--- src/rtl/tanh_act_pkg.sv ---
package tanh_act_pkg;

    localparam int X_W    = 16;   // operand and result width
    localparam int X_FRAC = 12;   // Q4.12
    localparam int C_W    = 16;   // coefficient width
    localparam int C_FRAC = 14;   // Q2.14
    localparam int ACC_W  = 24;   // Horner accumulator width
    localparam int MAG_W  = X_W + 1;
    localparam int N_SEG  = 4;

    typedef enum logic [1:0] {
        ACT_TANH     = 2'b00,
        ACT_RETANH   = 2'b01,
        ACT_RELU     = 2'b10,
        ACT_TANH_ALT = 2'b11
    } act_mode_e;

    typedef enum logic [2:0] {
        ST_IDLE,
        ST_SEG,
        ST_MUL1,
        ST_MUL2,
        ST_DONE
    } act_state_e;

    typedef struct packed {
        logic signed [C_W-1:0] a;
        logic signed [C_W-1:0] b;
        logic signed [C_W-1:0] c;
    } quad_coef_t;

    // Least-squares quadratic fits, scaled to Q2.14
    function automatic quad_coef_t seg_coef(input logic [1:0] seg);
        quad_coef_t q;
        unique case (seg)
            2'd0:    q = '{a: -16'sd5366, b: 16'sd17985, c: -16'sd62};
            2'd1:    q = '{a: -16'sd2769, b: 16'sd11503, c: 16'sd3808};
            2'd2:    q = '{a: -16'sd462,  b: 16'sd2790,  c: 16'sd12075};
            default: q = '{a: -16'sd64,   b: 16'sd513,   c: 16'sd15340};
        endcase
        return q;
    endfunction

endpackage

--- src/rtl/tanh_seg_sel.sv ---
module tanh_seg_sel
    import tanh_act_pkg::*;
#(
    parameter int XW   = X_W,
    parameter int FRAC = X_FRAC,
    parameter int NSEG = N_SEG
) (
    input  logic signed [XW-1:0] x,
    output logic [XW:0]          mag,
    output logic                 neg,
    output logic [1:0]           seg,
    output logic                 sat
);
    localparam int MW = XW + 1;

    logic signed [MW-1:0] x_ext;

    always_comb begin
        x_ext = {x[XW-1], x};
        neg   = x[XW-1];
        mag   = neg ? MW'(-x_ext) : MW'(x_ext);
    end

    // Count thresholds exceeded; a boundary value stays in the lower segment
    always_comb begin
        seg = 2'd0;
        for (int k = 1; k < NSEG; k++) begin
            if (mag > MW'(k << FRAC)) seg = seg + 2'd1;
        end
        sat = (mag > MW'(NSEG << FRAC));
    end

endmodule

--- src/rtl/tanh_horner_mul.sv ---
module tanh_horner_mul #(
    parameter int AW   = 24,
    parameter int MW   = 17,
    parameter int FRAC = 12
) (
    input  logic signed [AW-1:0] op,
    input  logic [MW-1:0]        mag,
    input  logic signed [AW-1:0] addend,
    output logic signed [AW-1:0] res
);
    localparam int PW = AW + MW + 1;
    localparam logic signed [PW-1:0] HALF = PW'(1) <<< (FRAC - 1);

    logic signed [PW-1:0] op_x;
    logic signed [PW-1:0] mag_x;
    logic signed [PW-1:0] prod;
    logic signed [PW-1:0] rnd;

    always_comb begin
        op_x  = {{(PW-AW){op[AW-1]}}, op};
        mag_x = {{(PW-MW){1'b0}}, mag};
        prod  = op_x * mag_x;
        rnd   = (prod + HALF) >>> FRAC;
        res   = $signed(rnd[AW-1:0]) + addend;
    end

endmodule

--- src/rtl/tanh_sign_mode.sv ---
module tanh_sign_mode
    import tanh_act_pkg::*;
#(
    parameter int XW   = X_W,
    parameter int FRAC = X_FRAC,
    parameter int CF   = C_FRAC,
    parameter int AW   = ACC_W
) (
    input  logic signed [XW-1:0] x,
    input  logic                 neg,
    input  logic                 sat,
    input  act_mode_e            mode,
    input  logic signed [AW-1:0] acc,
    output logic signed [XW-1:0] y
);
    localparam int SH = CF - FRAC;
    localparam logic signed [AW-1:0] RND   = AW'(1) <<< (SH - 1);
    localparam logic signed [XW-1:0] ONE_S = XW'(1) <<< FRAC;

    logic signed [AW-1:0] pr;
    logic signed [XW-1:0] pm;
    logic signed [XW-1:0] ps;

    always_comb begin
        pr = (acc + RND) >>> SH;
        pm = pr[XW-1:0];
        ps = neg ? -pm : pm;
        unique case (mode)
            ACT_RELU:   y = neg ? '0 : x;
            ACT_RETANH: begin
                if (neg)      y = '0;
                else if (sat) y = ONE_S;
                else          y = ps[XW-1] ? '0 : ps;
            end
            default: begin
                if (sat) y = neg ? -ONE_S : ONE_S;
                else     y = ps;
            end
        endcase
    end

endmodule

--- src/rtl/tanh_act_unit.sv ---
module tanh_act_unit
    import tanh_act_pkg::*;
#(
    parameter int XW   = X_W,
    parameter int FRAC = X_FRAC,
    parameter int CW   = C_W,
    parameter int AW   = ACC_W
) (
    input  logic          clk,
    input  logic          rst_n,
    input  logic          in_valid,
    output logic          in_ready,
    input  logic [XW-1:0] in_x,
    input  logic [1:0]    in_mode,
    output logic          out_valid,
    input  logic          out_ready,
    output logic [XW-1:0] out_y
);
    localparam int MW = XW + 1;
    localparam logic signed [XW-1:0] ONE_S = XW'(1) <<< FRAC;

    act_state_e           state, state_nx;
    act_mode_e            mode_q;
    logic signed [XW-1:0] x_q;
    logic [MW-1:0]        mag_q;
    quad_coef_t           coef_q;
    logic signed [AW-1:0] acc_q;
    logic signed [XW-1:0] y_q;

    logic [MW-1:0]        mag_c;
    logic                 neg_c;
    logic [1:0]           seg_c;
    logic                 sat_c;
    logic                 bypass;
    logic signed [AW-1:0] mul_op;
    logic signed [AW-1:0] mul_add;
    logic signed [AW-1:0] mul_res;
    logic signed [XW-1:0] y_fin;

    tanh_seg_sel #(.XW(XW), .FRAC(FRAC), .NSEG(N_SEG)) u_seg (
        .x   (x_q),
        .mag (mag_c),
        .neg (neg_c),
        .seg (seg_c),
        .sat (sat_c)
    );

    // Shared multiplier: step 1 uses coefficient a and b, step 2 the accumulator and c
    always_comb begin
        if (state == ST_MUL2) begin
            mul_op  = acc_q;
            mul_add = AW'(coef_q.c);
        end else begin
            mul_op  = AW'(coef_q.a);
            mul_add = AW'(coef_q.b);
        end
    end

    tanh_horner_mul #(.AW(AW), .MW(MW), .FRAC(FRAC)) u_mul (
        .op     (mul_op),
        .mag    (mag_q),
        .addend (mul_add),
        .res    (mul_res)
    );

    tanh_sign_mode #(.XW(XW), .FRAC(FRAC), .CF(C_FRAC), .AW(AW)) u_fin (
        .x    (x_q),
        .neg  (neg_c),
        .sat  (sat_c),
        .mode (mode_q),
        .acc  (mul_res),
        .y    (y_fin)
    );

    always_comb begin
        bypass = (mode_q == ACT_RELU) || sat_c || ((mode_q == ACT_RETANH) && neg_c);
    end

    // State register
    always_ff @(posedge clk or negedge rst_n) begin
        if (!rst_n) state <= ST_IDLE;
        else        state <= state_nx;
    end

    // Transitions
    always_comb begin
        state_nx = state;
        unique case (state)
            ST_IDLE: if (in_valid) state_nx = ST_SEG;
            ST_SEG:  state_nx = bypass ? ST_DONE : ST_MUL1;
            ST_MUL1: state_nx = ST_MUL2;
            ST_MUL2: state_nx = ST_DONE;
            ST_DONE: if (out_ready) state_nx = ST_IDLE;
            default: state_nx = ST_IDLE;
        endcase
    end

    // Datapath registers
    always_ff @(posedge clk or negedge rst_n) begin
        if (!rst_n) begin
            mode_q <= ACT_TANH;
            x_q    <= '0;
            mag_q  <= '0;
            coef_q <= '0;
            acc_q  <= '0;
            y_q    <= '0;
        end else begin
            unique case (state)
                ST_IDLE: if (in_valid) begin
                    x_q    <= in_x;
                    mode_q <= act_mode_e'(in_mode);
                end
                ST_SEG: begin
                    mag_q  <= mag_c;
                    coef_q <= seg_coef(seg_c);
                    if (bypass) y_q <= y_fin;
                end
                ST_MUL1: acc_q <= mul_res;
                ST_MUL2: y_q   <= y_fin;
                default: ;
            endcase
        end
    end

    // Outputs
    always_comb begin
        in_ready  = (state == ST_IDLE);
        out_valid = (state == ST_DONE);
        out_y     = y_q;
    end

    AST_RESET_IDLE: assert property (@(posedge clk) $rose(rst_n) |-> in_ready && !out_valid)
        else $error("reset state");
    AST_RANGE: assert property (@(posedge clk) disable iff (!rst_n)
        out_valid && (mode_q != ACT_RELU) |-> ($signed(out_y) <= ONE_S) && ($signed(out_y) >= -ONE_S))
        else $error("result outside unit range");
    AST_RETANH_NONNEG: assert property (@(posedge clk) disable iff (!rst_n)
        out_valid && (mode_q == ACT_RETANH) |-> !out_y[XW-1])
        else $error("clipped result negative");
    AST_RELU_NONNEG: assert property (@(posedge clk) disable iff (!rst_n)
        out_valid && (mode_q == ACT_RELU) |-> !out_y[XW-1])
        else $error("rectified result negative");
    AST_BUSY_NO_READY: assert property (@(posedge clk) disable iff (!rst_n)
        in_valid && in_ready |=> !in_ready)
        else $error("accepted while busy");
    AST_NO_OVERLAP: assert property (@(posedge clk) disable iff (!rst_n)
        out_valid |-> !in_ready)
        else $error("ready while holding result");
    AST_HOLD: assert property (@(posedge clk) disable iff (!rst_n)
        out_valid && !out_ready |=> out_valid && $stable(out_y))
        else $error("result changed under back-pressure");

endmodule

--- config.mk ---
export PLATFORM = sky130hd
export DESIGN_NAME = tanh_act_unit
export DESIGN_NICKNAME = d
export VERILOG_FILES = /design/src/rtl/tanh_act_pkg.sv /design/src/rtl/tanh_seg_sel.sv /design/src/rtl/tanh_horner_mul.sv /design/src/rtl/tanh_sign_mode.sv /design/src/rtl/tanh_act_unit.sv
export SDC_FILE = /design/constraint.sdc
export NUM_CORES = 1
export LEC_CHECK = 0
export ABC_AREA = 1
export CAP_MARGIN = 20
export CORE_ASPECT_RATIO = 1.1
export CORE_MARGIN = 1
export CORE_UTILIZATION = 40
export DETAILED_ROUTE_END_ITERATION = 7
export HOLD_SLACK_MARGIN = 0.15
export PLACE_DENSITY = 0.66
export SETUP_SLACK_MARGIN = 0.02
export SLEW_MARGIN = 0
export SYNTH_ARGS = -nofsm -noshare
export SYNTH_HDL_FRONTEND = slang
export SYNTH_HIERARCHICAL = 1
export SYNTH_SLANG_ARGS = --single-unit
--- constraint.sdc ---
create_clock -name clk -period 20.3 [get_ports clk]
set_input_delay 2.03 -clock clk [delete_from_list [all_inputs] [get_ports clk]]
set_output_delay 2.03 -clock clk [all_outputs]
set_load 0.02 [all_outputs]
==> metrics.txt, run 1 <==
RR Endpoint out_y[0]$_DFFE_PN0P_; synthesized area 21600 um2; Hold EP acc_q[19]$_DFFE_PN0N_; first-pass GRT wire length 94300 um; Synth Flop Type dfrtp_1; CTS tree done; WL/cell 15.0 um; Layout Nets around 3500; Worst setup EP type flop; status finished, final reports clean; CTS Sinks 92; largest net degree at the start of global routing slightly above 60; HP Class reg -> reg; Worst Reg2Reg Path Length in Cells 43; cts repair resizes 0; Critical Path AT 10.88 ns; clock skew between 0.009 and 0.01 ns; Final Setup Violations 0; Unique masters post-synth between 40 and 50; ranking of synthesized cells by area fa_1 (33%), nand2_1 (16%), inv_1 (14%), dfrtp_1 (11%), ha_1 (8.7%); Hold Crit Start acc_q[19]$_DFFE_PN0N_; pre-CTS setup slack 9.82 ns; post-synthesis sequential area ratio 10.6%; Setup Buffers After CTS 0; post-placement cell count 3702; GR Overflow Total 0; Synth Warn # 6; share of cells above drive strength 1 under 10%; clk buf depth 2; clock root buffer clkbuf_16; number of global-route vias before repair roughly 18000; Routed Antenna Nets 0; kind of start point of the critical path flop; commonest non-fill, non-tap cell in the layout nand2_1; Max Fclk 94.5 MHz; final wirelength 55600 um; total CTS buffers 9; initial antenna violation count 0; worst r2r src state[0]$_DFFE_PN0P_; Syn-to-layout area delta 5.82%; period utilisation layout 52.1%; IO buf count 39; DIE AREA 55000 um2; r2r setup slk 9.72 ns; Vias 17900; Detailed Routing Iterations Pass 1 6; max-cap viol count 0; fin worst setup slack just under 10 ns; GRT Overall Usage a little over a fifth; final worst path period need 10.58 ns; unrepaired setup endpoints after global routing no; drt initial violations 1189; Tightest Pin Transition 1.11 ns; Slew HR 26.0%; Sum Neg Setup Slack 0 ns; initial core utilization 40.4%; Slew Viols, Final 0; Synth area leader fa_1; CP max FO 43; IO Count 40; Post-synth EDFFs 0; critical path class reg -> reg; post-route insts no fill 3718; Clock Latency Late Sink roughly 0.36 ns; family with the most delay on the worst path adder cells; number of cells on the worst hold path 2; WP buf/inv 11; commonest non-fill, non-tap cells in the layout nand2_1 (906), inv_1 (793), fa_1 (354); ys async rst share 100%; Placer Congestion 0.945; hold_buf cts 0; Critical-path top delay cell nand2_1; row count around 90; top cell type's share of synthesized area between 30% and 40%; core area 53600 um2; H-Tree Level Count 3; DIE WIDTH 224 um; diode count 0; DR vias/cell 4.80; post-synthesis net count between 3000 and 4000; clock slew at reported path FFs 0.07 ns; Syn Inst Count 3026; slowest cell delay on critical path 0.56 ns; Die Y 246 um; Residual DRC 0; Worst EP required 20.60 ns; Seq cells post-synth just over 90; final hold vios 0; Avg Inst Size Synth ~7.2 um2; Detail Placement HPWL 45100 um
[layer usage]
layer / vias up / share of wire, % / track usage, %
met5: - / 0 / 0
met4: 0 / 1.6 / 5.04
met3: 64 / 4.1 / 1.25
met2: 459 / 49 / 37.0
met1: 8627 / 45 / 29.3
li1: 8711 / - / -
[worst max path at each step]
stage                                    start              endpoint  cells after the start
after floorplan           state[0]$_DFFE_PN0P_  out_y[0]$_DFFE_PN0P_                     41
after global placement    state[0]$_DFFE_PN0P_  out_y[1]$_DFFE_PN0P_                     44
after detailed placement  state[0]$_DFFE_PN0P_  out_y[3]$_DFFE_PN0P_                     44
after CTS                 state[0]$_DFFE_PN0P_  out_y[1]$_DFFE_PN0P_                     44
after global routing      state[0]$_DFFE_PN0P_  out_y[3]$_DFFE_PN0P_                     47
final                     state[0]$_DFFE_PN0P_  out_y[0]$_DFFE_PN0P_                     43
[logic make-up after synthesis]
group / Yosys count / share of synthesized area (%)
buf+inv: 924 / 16.4
flops: 92 / 10.6
fa+ha+maj: 504 / 41.4
other cells: 2 / 0.0347
xor+xnor: 51 / 2.10
simple gates: 1276 / 24.5
compound gates: 177 / 4.84
[registers in the layout, indices dropped and copies added (netlist names)]
register,count
out_y,16
coef_q,14
mode_q,2
acc_q,24
state,3
x_q,16
mag_q,17
[final cells by class]
cell class | instances | area [um2]
well taps | 728 | 911
inverters | 804 | 3020
flip-flops and latches | 92 | 2300
clock inverters | 7 | 57.6
fillers | 5529 | 30700
multi-input cells | 2010 | 15800
repair buffers | 68 | 606
clock buffers | 9 | 225
[per-stage QoR]
stage | instance area [um2] | hold WS, ns | util (%)
global route | 22900 | 0.489 | 42.8
floorplan | 21600 | 0.443 | -
detailed placement | 22600 | 0.459 | 42.2
CTS | 22900 | 0.479 | 42.8
global placement | 22600 | 0.456 | 42.2
finish | 22900 | 0.480 | 42.8
[cell usage after synthesis, types with 8 or more instances]
| cell type | instances |
|---|---|
| inv_2 | 11 |
| nor2_1 | 101 |
| nand4_1 | 21 |
| nor2_2 | 14 |
| nand2_2 | 24 |
| dfrtp_1 | 92 |
| clkbuf_1 | 89 |
| xnor2_1 | 17 |
| xor2_1 | 33 |
| o21bai_1 | 9 |
| ha_1 | 150 |
| nand2_1 | 906 |
| buf_2 | 16 |
| o21ai_0 | 56 |
| fa_1 | 354 |
| nor3_1 | 10 |
| a21oi_1 | 61 |
| a21o_1 | 8 |
| o21ai_1 | 9 |
| inv_1 | 793 |
| nand3_1 | 173 |
[worst register-to-register path: cells and delay by family (launching register included)]
kind / cells / cell delay, ns
flip-flops: 1 / 0.44
AND/OR/NAND/NOR: 14 / 2.61
buffers and inverters: 11 / 1.37
AO/OA/AOI/OAI: 7 / 1.29
XOR/XNOR: 3 / 1.00
adder cells (fa/ha/maj): 8 / 3.82
Power of run 1 is left out: the tool's default activity adds up to more than one toggle a clock period on the data nets, which glitch-free logic cannot reach.
==> inputs of run 2 (changes only) <==
clock period = 11 ns   (was 20.3 ns; I/O delays follow)
==> run 2 against run 1 <==
  * Cell area increased by 0.39%
  * Final cell count about the same
  * Critical path type unchanged
  * Clock-buffer cell count increased by 2
  * Sequential share of layout area about the same
  * Largest cell class unchanged
  * Highest routed layer is now met5
==> metrics.txt, run 2 (same netlist as run 1, synthesis figures left out) <==
status finished, final reports clean; first-pass GRT wire length about 95000 um; Slew Viols, Final 0; GR Overflow Total 0; row count 89; total CTS buffers 9; CTS Sinks between 90 and 100; DIE WIDTH 224 um; Syn-to-layout area delta 6.23%; Placer Congestion 0.940; unrepaired setup endpoints after global routing no; DIE AREA 55000 um2; WL/cell 15.1 um; initial core utilization between 40% and 50%; diode count 0; hold_buf cts 0; DR vias/cell 4.80; final worst path period need between 10 and 15 ns; final wirelength 56200 um; Tightest Pin Transition about 1.1 ns; Vias approximately 18000; Max Fclk 97.3 MHz; critical path's most frequent cell nand2_1; Detailed Routing Iterations Pass 1 7; HP Class reg -> reg; GRT Overall Usage a little over a fifth; core area 53600 um2; Biggest register acc_q; kind of start point of the critical path flop; Setup Buffers After CTS 0; Critical-path top delay cell fa_1; Worst setup EP type flop; area of the multi-input gates around 16000 um2; H-Tree Level Count 3; Routed Antenna Nets 0; Final Setup Violations 0; Sum Neg Setup Slack 0 ns; IO buf count 39; number of global-route vias before repair 18300; FF/Latch Area around 2300 um2; Slew HR 24.6%; cts repair resizes 0; Die Y 246 um; IO Count 40; final hold vios 0; max reg flops 24; max-cap viol count 0; initial antenna violation count 1; Detail Placement HPWL 46300 um; CP max FO 17; drt initial violations between 1000 and 1500; commonest non-fill, non-tap cells in the layout nand2_1 (892), inv_1 (793), fa_1 (354); Residual DRC 0; fill count 5545; clock root buffer clkbuf_16; Layout Nets between 3000 and 4000; critical path class reg -> reg; Critical Path AT roughly 11 ns; clock slew at reported path FFs 0.07 ns; share of cells above drive strength 1 4.61%; slowest cell delay on critical path 0.55 ns; commonest non-fill, non-tap cell in the layout nand2_1; largest net degree at the start of global routing 55; Clock Latency Late Sink 0.36 ns; CTS tree done; Regs by FF count acc_q (24), mag_q (17); clock skew 0.0117 ns; clk buf depth 2; period utilisation layout 93.4%; Worst EP required 11.30 ns
[run 2: routing by layer]
metal  wire, um  track usage, %  vias to the layer above
li1           -               -                     8718
met1      24900            28.6                     8670
met2      27500            37.7                      412
met3       2630            2.28                       65
met4       1150            5.56                        2
met5         13               0                        -
[run 2: worst paths after layout]
| kind | start | endpoint | depth (start not counted) | slack, ns |
|---|---|---|---|---|
| setup / recovery | state[0]$_DFFE_PN0P_ | out_y[1]$_DFFE_PN0P_ | 40 | 0.72 |
| hold / removal | acc_q[1]$_DFFE_PN0N_ | acc_q[1]$_DFFE_PN0N_ | 2 | 0.48 |
| setup reg to reg | state[0]$_DFFE_PN0P_ | out_y[1]$_DFFE_PN0P_ | 40 | 0.72 |
| hold reg to reg | acc_q[1]$_DFFE_PN0N_ | acc_q[1]$_DFFE_PN0N_ | 2 | 0.48 |
| max in group asynchronous | rst_n | state[1]$_DFFE_PN0P_ | 2 | 9.14 |
| min in group asynchronous | rst_n | x_q[11]$_DFFE_PN0P_ | 1 | 0.71 |
[run 2: metrics by stage]
stage | area [um2] | utilization, % | hold WS [ns] | setup WS, ns | std cells
2_1_floorplan | 21600 | - | 0.443 | 2.35 | 3026
4_1_cts | 23000 | 42.9 | 0.475 | 0.646 | 3721
3_5_place_dp | 22600 | 42.3 | 0.459 | 0.700 | 3706
3_3_place_gp | 22600 | 42.3 | 0.453 | 0.722 | 3706
6_report | 23000 | 42.9 | 0.475 | 0.725 | 3721
5_1_grt | 23000 | 42.9 | 0.495 | 0.0425 | 3721
[run 2: layout make-up]
class	instances	share of cell area, %
Multi-Input combinational cell	2010	68.8
Sequential cell	92	10.0
Timing Repair Buffer	72	2.77
Clock inverter	4	0.321
Clock buffer	11	1.01
Tap cell	728	3.96
Inverter	804	13.1
[run 2: worst max-delay path, delay by kind of cell (launching register included)]
kind / cells / cell delay, ns
simple gates: 12 / 2.16
buf+inv: 8 / 0.79
fa+ha+maj: 8 / 3.78
compound gates: 9 / 1.94
flops: 1 / 0.44
xor+xnor: 3 / 1.06
Power of run 2 is left out for the same reason.
